<file path="config.mk">
export PLATFORM = sky130hd
export DESIGN_NAME = otp_secreg
export DESIGN_NICKNAME = d
export VERILOG_FILES = /design/src/rtl/secreg_pkg.sv /design/src/rtl/secreg_cmd.sv /design/src/rtl/secreg_store.sv /design/src/rtl/secreg_busy.sv /design/src/rtl/otp_secreg.sv
export SDC_FILE = /design/constraint.sdc
export NUM_CORES = 1
export LEC_CHECK = 0
export ABC_AREA = 0
export CAP_MARGIN = 20
export CORE_MARGIN = 10
export CORE_UTILIZATION = 33
export CTS_CLUSTER_SIZE = 20
export DETAILED_ROUTE_END_ITERATION = 6
export PLACE_DENSITY = 0.49
export SLEW_MARGIN = 0
export SYNTH_ARGS = -nofsm -noshare
export SYNTH_HDL_FRONTEND = slang
export SYNTH_SLANG_ARGS = --single-unit
</file>
<file path="constraint.sdc">
create_clock -name clk -period 2.4 [get_ports clk]
set_input_delay 0.24 -clock clk [delete_from_list [all_inputs] [get_ports clk]]
set_output_delay 0.24 -clock clk [all_outputs]
set_load 0.005 [all_outputs]
</file>
<file path="src/rtl/secreg_pkg.sv">
package secreg_pkg;
  localparam logic [7:0] CMD_IDREAD = 8'h90;
  localparam logic [7:0] CMD_ARRAY  = 8'hFF;
  localparam logic [7:0] CMD_PSETUP = 8'hC0;

  typedef enum logic [1:0] {
    M_ARRAY  = 2'd0,
    M_IDENT  = 2'd1,
    M_STATUS = 2'd2,
    M_SETUP  = 2'd3
  } mode_t;
endpackage

</file>
<file path="src/rtl/secreg_cmd.sv">
module secreg_cmd
  import secreg_pkg::*;
#(
  parameter int ADDR_W = 8,
  parameter int DATA_W = 16
) (
  input  logic              clk,
  input  logic              rst,
  input  logic              wr_en,
  input  logic [ADDR_W-1:0] wr_addr,
  input  logic [DATA_W-1:0] wr_data,
  input  logic              busy,
  output mode_t             mode_q,
  output logic              prog_fire,
  output logic [ADDR_W-1:0] prog_addr,
  output logic [DATA_W-1:0] prog_data
);
  always_ff @(posedge clk) begin
    if (rst) begin
      mode_q    <= M_ARRAY;
      prog_fire <= 1'b0;
      prog_addr <= '0;
      prog_data <= '0;
    end else begin
      prog_fire <= 1'b0;
      if (wr_en && !busy) begin
        if (mode_q == M_SETUP) begin
          prog_fire <= 1'b1;
          prog_addr <= wr_addr;
          prog_data <= wr_data;
          mode_q    <= M_STATUS;
        end else begin
          case (wr_data[7:0])
            CMD_IDREAD: mode_q <= M_IDENT;
            CMD_ARRAY:  mode_q <= M_ARRAY;
            CMD_PSETUP: mode_q <= M_SETUP;
            default:    mode_q <= mode_q;
          endcase
        end
      end
    end
  end
endmodule

</file>
<file path="src/rtl/secreg_store.sv">
module secreg_store #(
  parameter int              ADDR_W        = 8,
  parameter int              DATA_W        = 16,
  parameter int              SEG_WORDS     = 4,
  parameter int              BASE_ADDR     = 'h80,
  parameter logic [4*16-1:0] FACTORY_ID    = 64'h0123_4567_89AB_CDEF,
  parameter logic            FACTORY_LOCK0 = 1'b0
) (
  input  logic              clk,
  input  logic              rst,
  input  logic              prog_fire,
  input  logic [ADDR_W-1:0] prog_addr,
  input  logic [DATA_W-1:0] prog_data,
  input  logic [ADDR_W-1:0] rd_addr,
  output logic [DATA_W-1:0] rd_word,
  output logic [DATA_W-1:0] lock_word,
  output logic              err_range,
  output logic              err_lock
);
  localparam int NWORDS = 1 + 2 * SEG_WORDS;
  localparam int IDX_W  = $clog2(NWORDS);
  localparam logic [ADDR_W-1:0] BASE = ADDR_W'(BASE_ADDR);
  localparam logic [ADDR_W-1:0] LIMIT = ADDR_W'(NWORDS);

  logic [DATA_W-1:0] words     [NWORDS];
  logic [DATA_W-1:0] init_word [NWORDS];

  assign init_word[0] = {{(DATA_W-1){1'b1}}, FACTORY_LOCK0};
  genvar g;
  generate
    for (g = 0; g < SEG_WORDS; g++) begin : g_init
      assign init_word[1 + g]             = FACTORY_ID[g*DATA_W +: DATA_W];
      assign init_word[1 + SEG_WORDS + g] = '1;
    end
  endgenerate

  logic [ADDR_W-1:0] p_off, r_off;
  logic [IDX_W-1:0]  p_idx, r_idx;
  logic              p_in, r_in, p_fac, p_usr;

  always_comb begin
    p_off = prog_addr - BASE;
    r_off = rd_addr - BASE;
    p_idx = p_off[IDX_W-1:0];
    r_idx = r_off[IDX_W-1:0];
    p_in  = (prog_addr >= BASE) && (p_off < LIMIT);
    r_in  = (rd_addr >= BASE) && (r_off < LIMIT);
    p_fac = p_in && (p_off >= ADDR_W'(1)) && (p_off <= ADDR_W'(SEG_WORDS));
    p_usr = p_in && (p_off > ADDR_W'(SEG_WORDS));
    err_range = !p_in;
    err_lock  = (p_fac && !words[0][0]) || (p_usr && !words[0][1]);
    rd_word   = r_in ? words[r_idx] : '0;
    lock_word = words[0];
  end

  always_ff @(posedge clk) begin
    if (rst) begin
      for (int i = 0; i < NWORDS; i++) words[i] <= init_word[i];
    end else if (prog_fire && p_in && !err_lock) begin
      words[p_idx] <= words[p_idx] & prog_data;
    end
  end
endmodule

</file>
<file path="src/rtl/secreg_busy.sv">
module secreg_busy #(
  parameter int BUSY_CYC = 8
) (
  input  logic clk,
  input  logic rst,
  input  logic load,
  output logic cnt_nz
);
  localparam int CNT_W = $clog2(BUSY_CYC + 1);
  logic [CNT_W-1:0] cnt;

  always_ff @(posedge clk) begin
    if (rst)             cnt <= '0;
    else if (load)       cnt <= CNT_W'(BUSY_CYC);
    else if (cnt != '0)  cnt <= cnt - 1'b1;
  end

  assign cnt_nz = (cnt != '0);
endmodule

</file>
<file path="src/rtl/otp_secreg.sv">
module otp_secreg
  import secreg_pkg::*;
#(
  parameter int              ADDR_W        = 8,
  parameter int              DATA_W        = 16,
  parameter int              SEG_WORDS     = 4,
  parameter int              BASE_ADDR     = 'h80,
  parameter int              BUSY_CYC      = 8,
  parameter logic [4*16-1:0] FACTORY_ID    = 64'h0123_4567_89AB_CDEF,
  parameter logic            FACTORY_LOCK0 = 1'b0
) (
  input  logic              clk,
  input  logic              rst,
  input  logic              wr_en,
  input  logic [ADDR_W-1:0] addr,
  input  logic [DATA_W-1:0] wdata,
  output logic [DATA_W-1:0] rdata
);
  mode_t             mode_q;
  logic              prog_fire, busy, busy_cnt_nz;
  logic [ADDR_W-1:0] prog_addr;
  logic [DATA_W-1:0] prog_data, rd_word, lock_word;
  logic              err_range, err_lock;
  logic              sr_rng, sr_lock;
  logic [7:0]        status;

  assign busy = busy_cnt_nz | prog_fire;

  secreg_cmd #(.ADDR_W(ADDR_W), .DATA_W(DATA_W)) i_cmd (
    .clk(clk), .rst(rst), .wr_en(wr_en), .wr_addr(addr), .wr_data(wdata),
    .busy(busy), .mode_q(mode_q), .prog_fire(prog_fire),
    .prog_addr(prog_addr), .prog_data(prog_data)
  );

  secreg_store #(
    .ADDR_W(ADDR_W), .DATA_W(DATA_W), .SEG_WORDS(SEG_WORDS),
    .BASE_ADDR(BASE_ADDR), .FACTORY_ID(FACTORY_ID), .FACTORY_LOCK0(FACTORY_LOCK0)
  ) i_store (
    .clk(clk), .rst(rst), .prog_fire(prog_fire), .prog_addr(prog_addr),
    .prog_data(prog_data), .rd_addr(addr), .rd_word(rd_word),
    .lock_word(lock_word), .err_range(err_range), .err_lock(err_lock)
  );

  secreg_busy #(.BUSY_CYC(BUSY_CYC)) i_busy (
    .clk(clk), .rst(rst), .load(prog_fire), .cnt_nz(busy_cnt_nz)
  );

  always_ff @(posedge clk) begin
    if (rst) begin
      sr_rng  <= 1'b0;
      sr_lock <= 1'b0;
    end else if (prog_fire) begin
      sr_rng  <= err_range | err_lock;
      sr_lock <= err_lock;
    end
  end

  assign status = {!busy, 2'b00, sr_rng, 2'b00, sr_lock, 1'b0};

  always_ff @(posedge clk) begin
    if (rst) rdata <= '0;
    else begin
      case (mode_q)
        M_ARRAY: rdata <= '0;
        M_IDENT: rdata <= rd_word;
        default: rdata <= {{(DATA_W-8){1'b0}}, status};
      endcase
    end
  end
endmodule

</file>
==> results.tsv <==
stage	metric	value	unit
synth	Post-synth EDFFs	256	
pwr	Leak	0.00572	µW
die	Std-Cell Rows	75	
clock_tree	CTS H-tree depth	2	
clock_tree	CTS clk-pin slew, worst paths	0.06	ns
layout	most common cell after layout, fill and taps aside	edfxtp_1	
synth	top_reg_cell synth	edfxtp_1	
clock_tree	cts bufs inserted	35	
detailed_routing	Via Count	9139	
synth	Post-Synth Simple-Gate Area	11.6	%
clock_tree	clock root buffer master	clkbuf_16	
global_routing	pin count of the biggest net entering global routing	59	
synth	largest cells by area after synthesis	edfxtp_1 55%, mux2i_1 9.4%, dfxtp_1 7.0%, nand2_1 5.7%, mux4_2 5.0%	
clock_tree	CTS tree	yes	
die	die width	226	µm
layout	antenna cells	0	
timing	clock skew	0.0148	ns
worst_setup_path	Critical Path AT	2.58	ns
worst_hold_path	hold crit path type	input port to register	
timing	Final min period	2.31	ns
synth	Cell variety after synth	53	
layout	Finished Layout Cells	1848	
worst_setup_path	Worst Setup End Kind	register	
timing	RSZ-0062 raised after global routing	no	
detailed_routing	DRT Pass-1 Iters	5	
die	die area	50900	µm²
worst_setup_path	Setup Crit Path Kind	register to register	
synth	synth warn	0	
synth	Seq/Total Area, Yosys	62.1	%
clock_tree	Sink Count	305	
die	Initial Utilization	33.4	%
global_routing	vias in the first global route	9405	
placement	Post-DP HPWL	25900	µm
synth	main combinational cell family by area after synthesis	multiplexers	
pwr	peak supply drop	0.000407	V
worst_setup_path	Reg2Reg Depth	7	
clock_tree	clk_lat worst skew	0.52	ns
detailed_routing	post-DR wirelength/cell	20.7	µm
die	core box area	41900	µm²
timing	fmax	0.433	GHz
worst_hold_path	Cells on Worst Hold Path	4	
placement	PortBufs	42	
synth	#FFs+latches synth	305	
layout	commonest cells after routing, fill and taps aside	256 x edfxtp_1, 213 x nand2_1, 131 x mux2i_1	
synth	top cell type's share of synthesized area	55.0	%
synth	Cell Area, Synth	14000	µm²
detailed_routing	Vias per Instance	4.95	
layout	P&R area growth vs syn	22.2	%
global_routing	GRT overflow	0	
worst_setup_path	WP depth	7	
flow_run	max-cap viol count	0	
worst_setup_path	CP max-delay cell	or4b_4	
timing	Final setup viols	0	
timing	fin crit share	96.1	%
worst_setup_path	CP cell instances	or4b_4, nor4b_4, a211o_2, buf_4, nor3_4, or2_1, buf_12	
pwr	PnR Total Power	11700	µW
placement	dpl cells	1786	
detailed_routing	Routed WL	38300	µm
worst_setup_path	cell family with most CP delay	simple AND/OR/NAND/NOR gates	
detailed_routing	Iter 0 DRT Violations	694	
synth	Post-Synth Adder-Cell Area	0.179	%
timing	hold violation total from the final report	0	
synth	largest area contributor in the netlist	edfxtp_1	
layout	layout cells sized above 1	17.3	%
global_routing	first-pass GRT wire length	58500	µm
layout	post-layout net count	1313	
worst_setup_path	CP max stage delay	0.61	ns
synth	XOR/XNOR share of the synthesized area	0.188	%
timing	Rel. slew slack	40.0	%
die	Die H	226	µm
worst_setup_path	Startpoint Class	register	
placement	RD Place Congestion	0.828	
clock_tree	deepest clock path buffer count	3	
die	Ports	43	
pwr	Pwr Density	687	nW/µm²
global_routing	initial antenna violation count	1	
worst_setup_path	crit-path max FO	12	
global_routing	Global Route Usage Sum	15.3	%
detailed_routing	Routed Antenna Nets	0	
timing	pins over their slew limit	0	
timing	Least-Margin Pin Slew	0.900	ns
synth	async set-reset flop share out of synthesis	0	%
synth	Syn Area/Cell	13.0	µm²
synth	mux contribution to synthesized area	15.4	%
synth	Synth Instances	1075	
worst_setup_path	CP required	2.68	ns
run_status	status	complete, no violations	
synth	post-synthesis compound-gate area fraction	7.34	%
clock_tree	Post-CTS Hold Fix Bufs	0	
detailed_routing	DRC	0	
worst_setup_path	CP bufs+invs	2	
-- worst min-delay path, stage by stage --
cell and delay [ns]:
buf_2 0.11, buf_12 0.19, nand2_1 0.09, a21oi_1 0.05
-- synth_stat cells, types with 4 or more instances --
| cell type | instances |
|---|---|
| mux2i_1 | 131 |
| buf_4 | 7 |
| or2_1 | 4 |
| nor3_1 | 4 |
| a22oi_1 | 18 |
| clkbuf_1 | 35 |
| and4b_1 | 16 |
| mux4_2 | 31 |
| a22o_1 | 16 |
| nand4_1 | 4 |
| edfxtp_1 | 256 |
| o22ai_1 | 13 |
| buf_6 | 4 |
| nand2b_1 | 8 |
| buf_2 | 28 |
| nor2_1 | 61 |
| dfxtp_1 | 49 |
| a211oi_1 | 8 |
| nor2b_1 | 7 |
| a21oi_1 | 69 |
| o21ai_0 | 5 |
| nand2_1 | 213 |
| mux2_2 | 12 |
| inv_1 | 21 |
| a22oi_2 | 16 |
-- flip-flops by register name (all words and copies together), names as in the netlist --
register,count
i_store.words,256
i_busy.cnt,4
sr_lock,1
sr_rng,1
i_cmd.prog_addr,8
rdata,16
i_cmd.prog_fire,1
i_cmd.mode_q,2
i_cmd.prog_data,16
-- stage by stage --
step | TNS, ns | cell area (µm²) | worst slack [ns] | utilization, % | hold slack, ns
finish | 0 | 17100 | 0.0930 | 40.8 | 0.260
global route | 0 | 17100 | 0.0136 | 40.8 | 0.273
CTS | 0 | 17000 | 0.00123 | 40.7 | 0.245
detailed placement | -1.29 | 16000 | -0.0822 | 38.2 | 0.470
global placement | -1.51 | 16000 | -0.0958 | 38.2 | 0.465
floorplan | 0 | 14400 | 0.0194 | - | 0.376
-- per-layer routing --
metal	routed length, µm	share of wire [%]	global-route usage [%]	vias to the layer above
met5	0	0	0	-
met4	981	2.6	5.01	0
met3	2070	5.4	2.45	70
met2	18300	48	25.0	243
met1	17000	44	20.2	4537
li1	-	-	-	4289
-- cell type report --
cell class / count / area (µm²)
timing repair buffer: 136 / 1290
sequential: 305 / 8670
inverter: 21 / 78.8
clock buffer: 46 / 960
fill: 3962 / 24800
clock inverter: 16 / 101
tap: 539 / 674
multi-input combinational: 785 / 5290
-- where the power goes --
| group | internal (µW) | switching, µW |
|---|---|---|
| Combinational | 309 | 371 |
| Sequential | 5930 | 108 |
| Clock | 2920 | 2090 |
| Total | 9160 | 2560 |
-- path summary, 6_finish.rpt --
| kind | from | to | slack, ns |
|---|---|---|---|
| max | i_cmd.prog_addr[5] | i_store.words[6][13] | 0.09 |
| min | addr[0] | i_cmd.prog_addr[0] | 0.26 |
| min reg2reg | i_cmd.prog_data[4] | i_cmd.prog_data[4] | 0.48 |
| max reg2reg | i_cmd.prog_addr[5] | i_store.words[6][13] | 0.09 |
-- cells by family after synthesis --
group | after synthesis
other | 1
adders and majority gates | 2
muxes | 174
and+or+nand+nor | 345
AOI/OAI and AO/OA | 149
xor gates and xnor gates | 3
buffers and inverters | 96
DFF | 305
-- timing repair --
item,4_1_cts,5_1_grt
hold endpoints to repair,0,0
endpoints found under the setup margin,16,30
gates resized for setup,1,4
buffers inserted,0,0
pin swaps,0,3
Note: power is estimated with default switching activity, not from simulation.
